**src/rtl/iq_port_pkg.sv**
```systemverilog
package iq_port_pkg;

    // Beat sequencer states. ST_PAR is the packed 8+8 beat.
    typedef enum logic [2:0] {
        ST_IDLE = 3'd0,
        ST_REQ  = 3'd1,
        ST_I    = 3'd2,
        ST_Q    = 3'd3,
        ST_G    = 3'd4,
        ST_PAR  = 3'd5
    } beat_st_e;

endpackage

```
**src/rtl/iq_slot_store.sv**
```systemverilog
module iq_slot_store #(
    parameter int NCH = 8,
    parameter int SW  = 16,
    parameter int GW  = 12,
    parameter int CHW = $clog2(NCH)
) (
    input  logic              clk,
    input  logic              rst_n,
    input  logic [NCH-1:0]    vld_i,
    input  logic [NCH*SW-1:0] i_i,
    input  logic [NCH*SW-1:0] q_i,
    input  logic [NCH*GW-1:0] g_i,
    input  logic              pop_i,
    input  logic [CHW-1:0]    pop_idx_i,
    output logic [NCH-1:0]    pend_o,
    output logic [NCH-1:0]    ovf_o,
    output logic [SW-1:0]     rd_i_o,
    output logic [SW-1:0]     rd_q_o,
    output logic [GW-1:0]     rd_g_o
);

    typedef struct packed {
        logic [NCH-1:0]         pend;
        logic [NCH-1:0]         ovf;
        logic [NCH-1:0][SW-1:0] i;
        logic [NCH-1:0][SW-1:0] q;
        logic [NCH-1:0][GW-1:0] g;
    } store_t;

    store_t st_d, st_q;
    logic [NCH-1:0] clr;

    // One pop decoder per slot.
    for (genvar k = 0; k < NCH; k++) begin : g_clr
        assign clr[k] = pop_i && (pop_idx_i == CHW'(k));
    end

    always_comb begin
        st_d = st_q;
        for (int k = 0; k < NCH; k++) begin
            if (clr[k]) st_d.pend[k] = 1'b0;
            if (vld_i[k]) begin
                // An unsent sample that is not leaving this cycle is replaced.
                if (st_q.pend[k] && !clr[k]) st_d.ovf[k] = 1'b1;
                st_d.pend[k] = 1'b1;
                st_d.i[k]    = i_i[k*SW +: SW];
                st_d.q[k]    = q_i[k*SW +: SW];
                st_d.g[k]    = g_i[k*GW +: GW];
            end
        end
    end

    always_ff @(posedge clk) begin
        if (!rst_n) st_q <= '0;
        else        st_q <= st_d;
    end

    assign pend_o = st_q.pend;
    assign ovf_o  = st_q.ovf;
    assign rd_i_o = st_q.i[pop_idx_i];
    assign rd_q_o = st_q.q[pop_idx_i];
    assign rd_g_o = st_q.g[pop_idx_i];

    // the sequencer only takes a slot that holds a sample.
    p_pop_pending_r8: assert property (@(posedge clk) disable iff (!rst_n)
        pop_i |-> st_q.pend[pop_idx_i]);

    // overflow bits never clear outside reset.
    p_ovf_sticky_r9: assert property (@(posedge clk) disable iff (!rst_n)
        ((st_q.ovf & $past(st_q.ovf)) == $past(st_q.ovf)));

endmodule

```
**src/rtl/iq_prio_pick.sv**
```systemverilog
module iq_prio_pick #(
    parameter int NCH = 8,
    parameter int CHW = $clog2(NCH)
) (
    input  logic           clk,
    input  logic           rst_n,
    input  logic [NCH-1:0] pend_i,
    output logic           any_o,
    output logic [CHW-1:0] idx_o
);

    // Lowest pending index wins.
    always_comb begin
        idx_o = '0;
        for (int k = NCH - 1; k >= 0; k--) begin
            if (pend_i[k]) idx_o = CHW'(k);
        end
    end

    assign any_o = |pend_i;

    // the chosen slot is pending and no lower slot is.
    p_lowest_first_r8: assert property (@(posedge clk) disable iff (!rst_n)
        any_o |-> (pend_i[idx_o] &&
                   ((pend_i & ((NCH'(1) << idx_o) - NCH'(1))) == '0)));

endmodule

```
**src/rtl/iq_beat_seq.sv**
```systemverilog
module iq_beat_seq
    import iq_port_pkg::*;
#(
    parameter int SW  = 16,
    parameter int GW  = 12,
    parameter int CHW = 3
) (
    input  logic           clk,
    input  logic           rst_n,
    input  logic           par_mode_i,
    input  logic           gain_en_i,
    input  logic           ack_i,
    input  logic           any_i,
    input  logic [CHW-1:0] idx_i,
    input  logic [SW-1:0]  rd_i_i,
    input  logic [SW-1:0]  rd_q_i,
    input  logic [GW-1:0]  rd_g_i,
    output logic           pop_o,
    output logic           req_o,
    output logic [SW-1:0]  bus_o,
    output logic           iq_flag_o,
    output logic           gain_flag_o,
    output logic [CHW-1:0] chan_o
);

    localparam int HB   = SW / 2;
    localparam int PADW = SW - GW;

    typedef struct packed {
        beat_st_e       st;
        logic [CHW-1:0] ch;
        logic [SW-1:0]  i;
        logic [SW-1:0]  q;
        logic [GW-1:0]  g;
    } seq_t;

    seq_t sq_d, sq_q;
    logic data_beat;

    always_comb begin
        sq_d  = sq_q;
        pop_o = 1'b0;
        unique case (sq_q.st)
            ST_IDLE: begin
                if (any_i) begin
                    pop_o   = 1'b1;
                    sq_d.ch = idx_i;
                    sq_d.i  = rd_i_i;
                    sq_d.q  = rd_q_i;
                    sq_d.g  = rd_g_i;
                    sq_d.st = ST_REQ;
                end
            end
            ST_REQ: if (ack_i) sq_d.st = par_mode_i ? ST_PAR : ST_I;
            ST_I:   if (ack_i) sq_d.st = ST_Q;
            ST_Q:   if (ack_i) sq_d.st = gain_en_i ? ST_G : ST_IDLE;
            ST_G:   if (ack_i) sq_d.st = ST_IDLE;
            ST_PAR: begin
                if (ack_i) begin
                    if (any_i) begin
                        // Chain the next pending channel without a new request.
                        pop_o   = 1'b1;
                        sq_d.ch = idx_i;
                        sq_d.i  = rd_i_i;
                        sq_d.q  = rd_q_i;
                        sq_d.g  = rd_g_i;
                    end else begin
                        sq_d.st = ST_IDLE;
                    end
                end
            end
            default: sq_d.st = ST_IDLE;
        endcase
    end

    always_ff @(posedge clk) begin
        if (!rst_n) sq_q <= '0;
        else        sq_q <= sq_d;
    end

    assign data_beat = (sq_q.st == ST_I) || (sq_q.st == ST_Q) ||
                       (sq_q.st == ST_G) || (sq_q.st == ST_PAR);

    always_comb begin
        unique case (sq_q.st)
            ST_I:    bus_o = sq_q.i;
            ST_Q:    bus_o = sq_q.q;
            ST_G:    bus_o = {sq_q.g, {PADW{1'b0}}};
            ST_PAR:  bus_o = {sq_q.i[SW-1 -: HB], sq_q.q[SW-1 -: HB]};
            default: bus_o = '0;
        endcase
    end

    assign req_o       = (sq_q.st != ST_IDLE);
    assign iq_flag_o   = (sq_q.st == ST_I) || (sq_q.st == ST_PAR);
    assign gain_flag_o = (sq_q.st == ST_G);
    assign chan_o      = data_beat ? sq_q.ch : '0;

    // the request cycle carries no data flag.
    p_req_opens_r2: assert property (@(posedge clk) disable iff (!rst_n)
        $rose(req_o) |-> (!iq_flag_o && !gain_flag_o));

    // an acknowledged interleaved I beat is followed by Q.
    p_q_after_i_r4: assert property (@(posedge clk) disable iff (!rst_n)
        (iq_flag_o && !par_mode_i && ack_i) |=> (req_o && !iq_flag_o && !gain_flag_o));

    // the gain beat follows Q only when enabled.
    p_gain_after_q_r5: assert property (@(posedge clk) disable iff (!rst_n)
        (sq_q.st == ST_Q && ack_i && gain_en_i) |=> gain_flag_o);
    p_no_gain_r5: assert property (@(posedge clk) disable iff (!rst_n)
        (sq_q.st == ST_Q && ack_i && !gain_en_i) |=> !req_o);

    // a stalled port holds everything.
    p_hold_on_nack_r6: assert property (@(posedge clk) disable iff (!rst_n)
        (req_o && !ack_i) |=> (req_o && $stable(bus_o) && $stable(iq_flag_o) &&
                               $stable(gain_flag_o) && $stable(chan_o)));

    // the packed flag stays up while more channels are pending.
    p_par_chain_r7: assert property (@(posedge clk) disable iff (!rst_n)
        (sq_q.st == ST_PAR && ack_i && any_i) |=> (req_o && iq_flag_o));

endmodule

```
**src/rtl/iq_out_port.sv**
```systemverilog
module iq_out_port #(
    parameter int NCH = 8,
    parameter int SW  = 16,
    parameter int GW  = 12,
    parameter int CHW = $clog2(NCH)
) (
    input  logic              clk,
    input  logic              rst_n,
    input  logic              par_mode_i,
    input  logic              gain_en_i,
    input  logic [NCH-1:0]    smp_vld_i,
    input  logic [NCH*SW-1:0] smp_i_i,
    input  logic [NCH*SW-1:0] smp_q_i,
    input  logic [NCH*GW-1:0] smp_gain_i,
    input  logic              ack_i,
    output logic              req_o,
    output logic [SW-1:0]     bus_o,
    output logic              iq_flag_o,
    output logic              gain_flag_o,
    output logic [CHW-1:0]    chan_o,
    output logic [NCH-1:0]    ovf_o
);

    logic [NCH-1:0] pend;
    logic           any;
    logic [CHW-1:0] idx;
    logic           pop;
    logic [SW-1:0]  rd_i;
    logic [SW-1:0]  rd_q;
    logic [GW-1:0]  rd_g;

    iq_slot_store #(.NCH(NCH), .SW(SW), .GW(GW), .CHW(CHW)) u_store (
        .clk       (clk),
        .rst_n     (rst_n),
        .vld_i     (smp_vld_i),
        .i_i       (smp_i_i),
        .q_i       (smp_q_i),
        .g_i       (smp_gain_i),
        .pop_i     (pop),
        .pop_idx_i (idx),
        .pend_o    (pend),
        .ovf_o     (ovf_o),
        .rd_i_o    (rd_i),
        .rd_q_o    (rd_q),
        .rd_g_o    (rd_g)
    );

    iq_prio_pick #(.NCH(NCH), .CHW(CHW)) u_pick (
        .clk    (clk),
        .rst_n  (rst_n),
        .pend_i (pend),
        .any_o  (any),
        .idx_o  (idx)
    );

    iq_beat_seq #(.SW(SW), .GW(GW), .CHW(CHW)) u_seq (
        .clk         (clk),
        .rst_n       (rst_n),
        .par_mode_i  (par_mode_i),
        .gain_en_i   (gain_en_i),
        .ack_i       (ack_i),
        .any_i       (any),
        .idx_i       (idx),
        .rd_i_i      (rd_i),
        .rd_q_i      (rd_q),
        .rd_g_i      (rd_g),
        .pop_o       (pop),
        .req_o       (req_o),
        .bus_o       (bus_o),
        .iq_flag_o   (iq_flag_o),
        .gain_flag_o (gain_flag_o),
        .chan_o      (chan_o)
    );

endmodule

```
**config.mk**
```make
export PLATFORM = sky130hd
export DESIGN_NAME = iq_out_port
export DESIGN_NICKNAME = d
export VERILOG_FILES = /design/src/rtl/iq_port_pkg.sv /design/src/rtl/iq_slot_store.sv /design/src/rtl/iq_prio_pick.sv /design/src/rtl/iq_beat_seq.sv /design/src/rtl/iq_out_port.sv
export SDC_FILE = /design/constraint.sdc
export NUM_CORES = 1
export LEC_CHECK = 0
export CAP_MARGIN = 20
export CORE_ASPECT_RATIO = 1.75
export CORE_MARGIN = 2
export CORE_UTILIZATION = 55
export DETAILED_ROUTE_END_ITERATION = 6
export GPL_TIMING_DRIVEN = 0
export MAX_ROUTING_LAYER = met4
export PLACE_DENSITY_LB_ADDON = 0.2
export SYNTH_ARGS = -nofsm -noshare
export SYNTH_HDL_FRONTEND = slang
export SYNTH_SLANG_ARGS = --single-unit
export TNS_END_PERCENT = 10
```
**constraint.sdc**
```tcl
create_clock -name clk -period 3.7 [get_ports clk]
set_input_delay 0.555 -clock clk [delete_from_list [all_inputs] [get_ports clk]]
set_output_delay 0.555 -clock clk [all_outputs]
set_load 0.01 [all_outputs]
```
* Word level (Yosys, flattened, before mapping) *
Cells that the tools add are included.

storage, ports and cells
  input port bits = 365
  register bits after elaboration = 418
  output and inout port bits = 30

cells by class
  equality and inequality tests = 20
  reduce and logical (&&, ||, !) cells = 51
  magnitude comparators = 1
  muxes and demuxes = 47

operator list
  kind                                                                   count
  50-bit two-way mux                                                     2
  16-bit binary-select mux with 3-bit select                             2
  47-bit case mux with 2 select lines                                    1
  16-bit case mux with 4 select lines                                    1
  3-bit two-way mux                                                      16
  47-bit two-way mux                                                     1
  12-bit binary-select mux with 3-bit select                             1
  16-bit two-way mux                                                     2
  3-bit == test (second input constant)                                  6
  1-bit two-way mux                                                      18
  3-bit case mux with 6 select lines                                     1
  2-bit nonzero test                                                     9
  1-bit logical AND                                                      16
  2-bit != test (second input constant)                                  8
  2-bit AND reduction                                                    8
  3-bit by 2-bit == test with 1-bit output (second input constant)       4
  12-bit two-way mux                                                     1
  1-bit zero test                                                        8
  8-bit OR reduction                                                     1
  7-bit AND reduction                                                    1
  3-bit by 1-bit == test with 1-bit output (second input constant)       2
  3-bit zero test                                                        2
  1-bit logical OR                                                       4
  3-bit by 4-bit < comparator with 1-bit output (second input constant)  1
  3 further kinds                                                        3

* Logic depth before layout (Yosys ltp) *
Gate-level depths: netlist of run 1.

  depth after elaboration = 13
  mapped depth = 8

* Modules after synthesis *
From an unflattened synthesis of run 1, not the netlist that was laid out.

second synthesis, totals
  cell total of the unflattened synthesis = 1683
  area total of the unflattened synthesis = 19225.9 µm²

modules (own cells, without submodules)
  module         instances  area each (µm²)  cells an instance  sequential area each (µm²)
  iq_slot_store  1          16742.3          1369               7367.1
  iq_beat_seq    1          2402.3           301                1001.0
  iq_prio_pick   1          81.3             13                 0.0

* Least setup slack after synthesis of run 1 *
Ideal clock, no wire load.

  path type = reg2reg
  start = register u_store.st_q (netlist bit u_store.pend_o[3])
  end = register u_seq.sq_q[1] in the netlist's numbering
  stages on the path, launching flop included = 7
  clock period less this slack = 2108 ps
  path buffers = 1
  setup slack = 1592 ps
  arrival time = 1977 ps
  path through = dfxtp_1 > inv_1 > a221oi_4 > clkbuf_1 > mux2_2 > a221oi_1 > o21ai_0

between the ends
  word-level cells in the longest chain between the ends = 9
  elaborated cells on any way between the ends = 14
  classes of those cells = 2 x eq/ne; 10 x mux; 2 x reduce/logical

RTL lines
  item                                        line                 text
  start, declared                             iq_slot_store.sv:30  store_t st_d, st_q;
  start signal, assigned                      iq_slot_store.sv:55  else st_q <= st_d;
  3-bit two-way mux (4 in a row)              iq_prio_pick.sv:16   if (pend_i[k]) idx_o = CHW'(k);
  12-bit binary-select mux with 3-bit select  iq_slot_store.sv:62  assign rd_g_o = st_q.g[pop_idx_i];
  12-bit two-way mux (not written as such)    iq_slot_store.sv:62
  47-bit two-way mux                          iq_beat_seq.sv:60    if (any_i) begin
  50-bit two-way mux                          iq_beat_seq.sv:59    if (ack_i) begin
  47-bit case mux with 2 select lines         iq_beat_seq.sv:43    unique case (sq_q.st)
  end signal, assigned                        iq_beat_seq.sv:78    else sq_q <= sq_d;
  end, declared                               iq_beat_seq.sv:37    seq_t sq_d, sq_q;

Several ways; a longest one is shown, not always the timed one. The select of a mux whose other input is x is not followed.
A chain may end at the register's enable or synchronous reset.

* Final worst setup path of run 1 *
  start = register u_seq.sq_q[47] in the netlist's numbering
  end = output port bus_o[7]

between the ends
  word-level cells in the longest chain between the ends = 2
  elaborated cells on any way between the ends = 5
  classes of those cells = 4 x eq/ne; 1 x mux

RTL lines
  item                                                                              line               text
  3-bit == test / 3-bit by 2-bit == test with 1-bit output (equally long branches)  iq_beat_seq.sv:85  unique case (sq_q.st)
  16-bit case mux with 4 select lines *                                             iq_beat_seq.sv:85
  end, declared                                                                     iq_out_port.sv:17  output logic [SW-1:0] bus_o,

Mark *: on every way between the ends. The rest lies on a longest branch, timed or not.

==> results of run 1 <==
-- synthesized netlist by cell type, types with 4 or more instances --
| cell | count |
|---|---|
| nand2_1 | 50 |
| nand2b_1 | 5 |
| dfxtp_1 | 418 |
| mux2_2 | 88 |
| o21ai_1 | 14 |
| a222oi_1 | 62 |
| buf_2 | 16 |
| buf_1 | 31 |
| mux2i_1 | 381 |
| a221oi_1 | 25 |
| nor3_1 | 6 |
| nor2_1 | 380 |
| clkbuf_1 | 87 |
| a22o_1 | 14 |
| o21ai_0 | 22 |
| buf_4 | 12 |
| a21oi_1 | 14 |
| o2bb2ai_1 | 26 |
| inv_1 | 4 |
| o22ai_1 | 30 |
-- worst min-delay path: cells and delay by family, from the launching register on --
| kind | cells | cell delay (ps) |
|---|---|---|
| AO/OA/AOI/OAI | 1 | 50 |
| flip-flops | 1 | 310 |
| AND/OR/NAND/NOR | 1 | 50 |
-- cell type report --
cell class                      instances  share of cell area, %
Buffer                                149                   2.79
Inverter                                6                 0.0968
Sequential cell                       418                   36.0
Clock buffer                           57                   4.93
Tap cell                              396                   2.13
Clock inverter                         10                  0.774
Timing Repair Buffer                  385                   16.6
Antenna cell                           13                  0.140
Multi-Input combinational cell       1160                   36.6
-- cells by family (layout without fill, tap and decap cells) --
| group | after synthesis | after routing | share of synthesized area (%) |
|---|---|---|---|
| flip-flops | 418 | 418 | 47.7 |
| AO/OA/AOI/OAI | 233 | 233 | 10.8 |
| other | 0 | 13 | 0 |
| AND/OR/NAND/NOR | 458 | 458 | 10.4 |
| buffers and inverters | 155 | 607 | 3.81 |
| multiplexers | 469 | 469 | 27.4 |
-- state kept, by name, indices dropped and copies added, names as in the netlist --
signal / flops
u_seq.sq_q: 50
u_store.pend_o: 8
u_store.st_q: 352
u_store.ovf_o: 8
-- stage by stage --
stage	utilization (%)	setup WS (ps)	std cells	total power (uW)
CTS	74.0	173	2581	11000
global placement	69.7	523	2514	6810
floorplan	-	1590	1733	5960
global route	74.1	84.7	2594	11400
detailed placement	69.7	460	2514	6860
finish	74.1	205	2594	11100
-- worst min path at each step --
stage	startpoint	end	slack [ps]	cells past startpoint
floorplan	u_store.ovf_o[6]	u_store.ovf_o[6]	430	2
global route	u_store.ovf_o[7]	u_store.ovf_o[7]	490	2
detailed placement	u_seq.sq_q[44]	u_seq.sq_q[44]	450	2
global placement	u_store.ovf_o[6]	u_store.ovf_o[6]	440	2
CTS	u_seq.sq_q[44]	u_seq.sq_q[44]	450	2
finish	u_seq.sq_q[44]	u_seq.sq_q[44]	460	2
-- per-layer routing --
metal / GRT usage, % / part of all wire (%) / up-vias
li1: - / - / 7066
met1: 39.4 / 34 / 7535
met2: 64.4 / 51 / 823
met3: 4.14 / 6.3 / 223
met4: 30.1 / 8.8 / 0
met5: - / 0 / -
-- power breakdown --
group | total (uW) | switching (uW) | internal (uW)
Sequential | 4970 | 186 | 4780
Combinational | 1840 | 964 | 875
Clock | 4250 | 1750 | 2500
==> results_dict.tcl, run 1 <==
set metrics [dict create \
    crit_family "buffers and inverters" \
    min_period_ps 3490 \
    worstMarginPinSlew_ps 1170 \
    die_h_um 240 \
    async_flop_share_pct 0 \
    cp_cell_sequence "buf_2 > buf_1 > mux2i_1 > o22ai_1 > clkdlybuf4s50_1" \
    row_count 86 \
    drv_cap 0 \
    grt_pass1_wl_mm 92.1 \
    fin_skew_ps 22.5 \
    whs_ps 456 \
    hold_class "flop to flop" \
    regToRegEndpoint "u_seq.sq_q[31]" \
    tritoncts "done" \
    viasPerCell 6.03 \
    layout_common_cells "dfxtp_1 (418), clkdlybuf4s50_1 (385), mux2i_1 (381), nor2_1 (380), clkbuf_1 (96)" \
    endpoint "bus_o[7]" \
    synth_edf_count 0 \
    place_congestion 0.963 \
    drtPass1Iterations 7 \
    r2r_slack_ps 350 \
    slew_violations 0 \
    yosysTopAreaCell "dfxtp_1" \
    antenna_found_initial 12 \
    clockBufferDepth 3 \
    multi_input_area_um2 8520 \
    cp-end-kind "primary output" \
    cellLeakagePower_uw 0.00969 \
    ff_latch_area_um2 8370 \
    wl_per_cell_um 24.6 \
    design_area_um2 23300 \
    dieWidth_um 139 \
    wirelength_mm 63.9 \
    vias 15600 \
    critical_path_depth 5 \
    netlist_area_um2 17600 \
    synth_cell_types 54 \
    clockRootBuffer "clkbuf_16" \
    crit_path_max_fanout 10 \
    pwr_density_cell_nw_per_um2 475 \
    crit_type "flop to primary output" \
    synth_top_area_share_pct 47.7 \
    drt_iter0_markers 1338 \
    syn_inst 1733 \
    clkSinkCount 418 \
    ant_nets 0 \
    rr_worst_depth 6 \
    crit_slowest_cell "buf_1" \
    status "finished, final reports clean" \
    grt_start_max_net_pins 17 \
    cp-startpoint "u_seq.sq_q[47]" \
    worstSetupStartpointType "flop" \
    fmax_ghz 0.286 \
    setup_tns_ps 0 \
    coreArea_um2 31400 \
    synth_nets 2098 \
    area_growth_pct 32.5 \
    drive_above_1_share_pct 8.83 \
    grt_remaining_overflow 0 \
    post_cts_resized 0 \
    insertion_delay_ps 550 \
    crit_arrival_ps 2940 \
    synth_top_flop_cell "dfxtp_1" \
    nets 2523 \
    ys_ff_latch 418 \
    layout.cells.most_common "dfxtp_1" \
    place_hpwl_mm 48.6 \
    start_util_pct 55.9 \
    cts_buffers 38 \
    die-area_um2 33400 \
    fin_crit_sh_pct 94.4 \
    rsz0062_at_grt "no" \
    path_clk_slew_ps 70 \
    peakVddDrop_uv 470 \
    cpPeakStageDelay_ps 660 \
    synthTopCellsByArea "dfxtp_1 (48%), mux2i_1 (22%), nor2_1 (8.1%)" \
    postCtsHoldBufs 0 \
    drc 0 \
    post_dp_cell_area_um2 21900 \
    grt.total_usage_pct 37.7 \
    slew-limit-headroom_pct 21.6 \
    reg2reg_from "u_store.pend_o[3]" \
    htreeDepth 2 \
    ys_seq_area_share_pct 47.7 \
    fillers 2357 \
    hold_viol_final 0 \
    setup_viol 0 \
    worstPathRequired_ps 3140 \
    grt_pass1_vias 15900 \
    yosys_warnings 0 \
    numPortBuffers 385 \
    syn_avg_cell_area_um2 10.1 \
    cp_num_buf_inv 3 \
    ios 395 \
    postCtsSetupBuffers 0 \
]
Power figures use the tool's default switching activity.
==> run 2: changes to the inputs <==
REMOVE_ABC_BUFFERS = 1   (was default)
==> results_dict.tcl, run 2 (same netlist as run 1, synthesis figures left out) <==
set metrics [dict create \
    setup_viol 0 \
    place_worst_setup_slack_ps -283 \
    dieWidth_um 139 \
    rsz0062_at_grt "no" \
    area_growth_pct 32.4 \
    rr_worst_depth 8 \
    comb_power_share_pct 16.3 \
    switchingPower_uw 2790 \
    largest_registers "u_store.st_q (352), u_seq.sq_q (50)" \
    tritoncts "done" \
    ios 395 \
    ant_nets 0 \
    grt_start_max_net_pins 157 \
    layout_common_cells "dfxtp_1 (417), clkdlybuf4s50_1 (385), mux2i_1 (381), nor2_1 (378), mux2_2 (88)" \
    post-route-util_pct 74.0 \
    hold_viol_final 0 \
    status "finished, final reports clean" \
    place_hpwl_mm 38.6 \
    die-area_um2 33400 \
    fmax_ghz 0.284 \
    drive_above_1_share_pct 10.1 \
    intPower_uw 7990 \
    grt_pass1_wl_mm 84.2 \
    peakVddDrop_uv 447 \
    crit_slowest_cell "dfxtp_4" \
    viasPerCell 5.95 \
    min_to "u_seq.sq_q[44]" \
    r2r_slack_ps 370 \
    fin_skew_ps 18.1 \
    reg2reg_from "u_store.pend_o[3]" \
    largest_register_ffs 352 \
    grt_remaining_overflow 0 \
    swShare_pct 25.9 \
    drv_cap 0 \
    design_area_um2 23300 \
    post_dp_cell_area_um2 22000 \
    worstPathRequired_ps 3140 \
    multi_input_area_um2 8560 \
    cp-end-kind "primary output" \
    worstSetupStartpointType "flop" \
    fillers 2312 \
    start_util_pct 55.9 \
    wl_per_cell_um 22.6 \
    fin_crit_sh_pct 95.3 \
    drtPass1Iterations 7 \
    row_count 86 \
    crit_arrival_ps 2970 \
    worstMarginPinSlew_ps 1070 \
    path_clk_slew_ps 60 \
    holdPathStages 2 \
    antenna_found_initial 10 \
    die_h_um 240 \
    layout.cells.most_common "dfxtp_1" \
    largest-register "u_store.st_q" \
    crit_path_max_fanout 23 \
    clockBufferDepth 3 \
    cts_buffers 39 \
    clkSinkCount 418 \
    regToRegEndpoint "u_seq.sq_q[28]" \
    cellLeakagePower_uw 0.00970 \
    pwr-share-seq_pct 46.2 \
    insertion_delay_ps 540 \
    critical_path_depth 6 \
    min_from "u_seq.sq_q[44]" \
    vias 14800 \
    crit_type "flop to primary output" \
    pwr_density_cell_nw_per_um2 463 \
    grt_pass1_vias 15100 \
    wirelength_mm 56.2 \
    clkPwrFrac_pct 37.5 \
    cpMostUsedCell "nand2_1" \
    final.setup.worst_slack_ps 174 \
    hold_class "flop to flop" \
    drt_iter0_markers 1164 \
    drc 0 \
    grt.total_usage_pct 33.4 \
    setup_tns_ps 0 \
    cpPeakStageDelay_ps 640 \
    postCtsSetupBuffers 0 \
    ff_latch_area_um2 8370 \
    slew-limit-headroom_pct 28.6 \
    whs_ps 459 \
    place_congestion 0.851 \
    cp_num_buf_inv 2 \
    crit_family "buffers and inverters" \
    cp_cell_sequence "buf_16 > nand2_1 > nor2_1 > nand2_1 > o21ai_0 > clkdlybuf4s50_1" \
    slew_violations 0 \
    coreArea_um2 31400 \
    min_period_ps 3530 \
    numPortBuffers 394 \
    clockRootBuffer "clkbuf_16" \
    nets 2414 \
    htreeDepth 2 \
]
-- run 2: changes by cell type in the layout (fill, tap and decap cells not counted), sizes merged --
cell | before | now
bufinv | 5 | 2
clkinv | 3 | 9
buf | 62 | 39
inv | 6 | 7
clkbuf | 144 | 54
diode | 13 | 11
-- run 2: area by class of cell --
type	instances	area share (%)
multi-input cells	1160	36.8
flip-flops and latches	418	36.0
repair buffers	424	19.4
clock buffers	54	4.88
well taps	396	2.13
clock inverters	14	0.570
inverters	6	0.129
diodes	11	0.118
-- run 2: per-layer routing --
layer	GRT usage [%]	part of all wire, %
met2	59.1	52
met1	34.9	36
met4	18.8	5.8
met5	-	0
met3	6.07	6.5
-- run 2: worst reg2reg max path, stage by stage (launching register included) --
cell and delay [ps]:
dfxtp_1 480, inv_1 120, a221oi_4 650, buf_6 250
buf_8 180, buf_8 190, mux2_2 360, a222oi_1 810
o21ai_0 150
-- run 2: through the flow --
stage                     power, uW  cells
after detailed placement       6800   2404
final                         10800   2483
after CTS                     10800   2472
after global placement         6750   2374
after floorplan                5840   1584
after global routing          11100   2482
-- run 2: timing repair --
item,CTS,global route
endpoints found under the setup margin,22,0
hold buffers,0,0
gates resized for setup,2,0
-- run 2: power by group through the flow --
| stage | logic [uW] | clock network (uW) | registers, uW |
|---|---|---|---|
| finish | 1760 | 4040 | 4970 |
| floorplan | 828 | 0 | 5010 |
| global route | 1870 | 4250 | 5000 |
| detailed placement | 1740 | 0 | 5060 |
| global placement | 1690 | 0 | 5060 |
| CTS | 1750 | 4080 | 4960 |
-- run 2: worst max-delay path by stage --
stage | start | to | slack (ps)
floorplan | rst_n | u_seq.sq_q[26] | -1480
global placement | rst_n | u_seq.sq_q[37] | -6760
detailed placement | ack_i | u_seq.sq_q[30] | -280
CTS | u_seq.sq_q[47] | bus_o[0] | 190
global route | u_seq.sq_q[47] | bus_o[2] | 60
finish | u_seq.sq_q[47] | bus_o[0] | 170
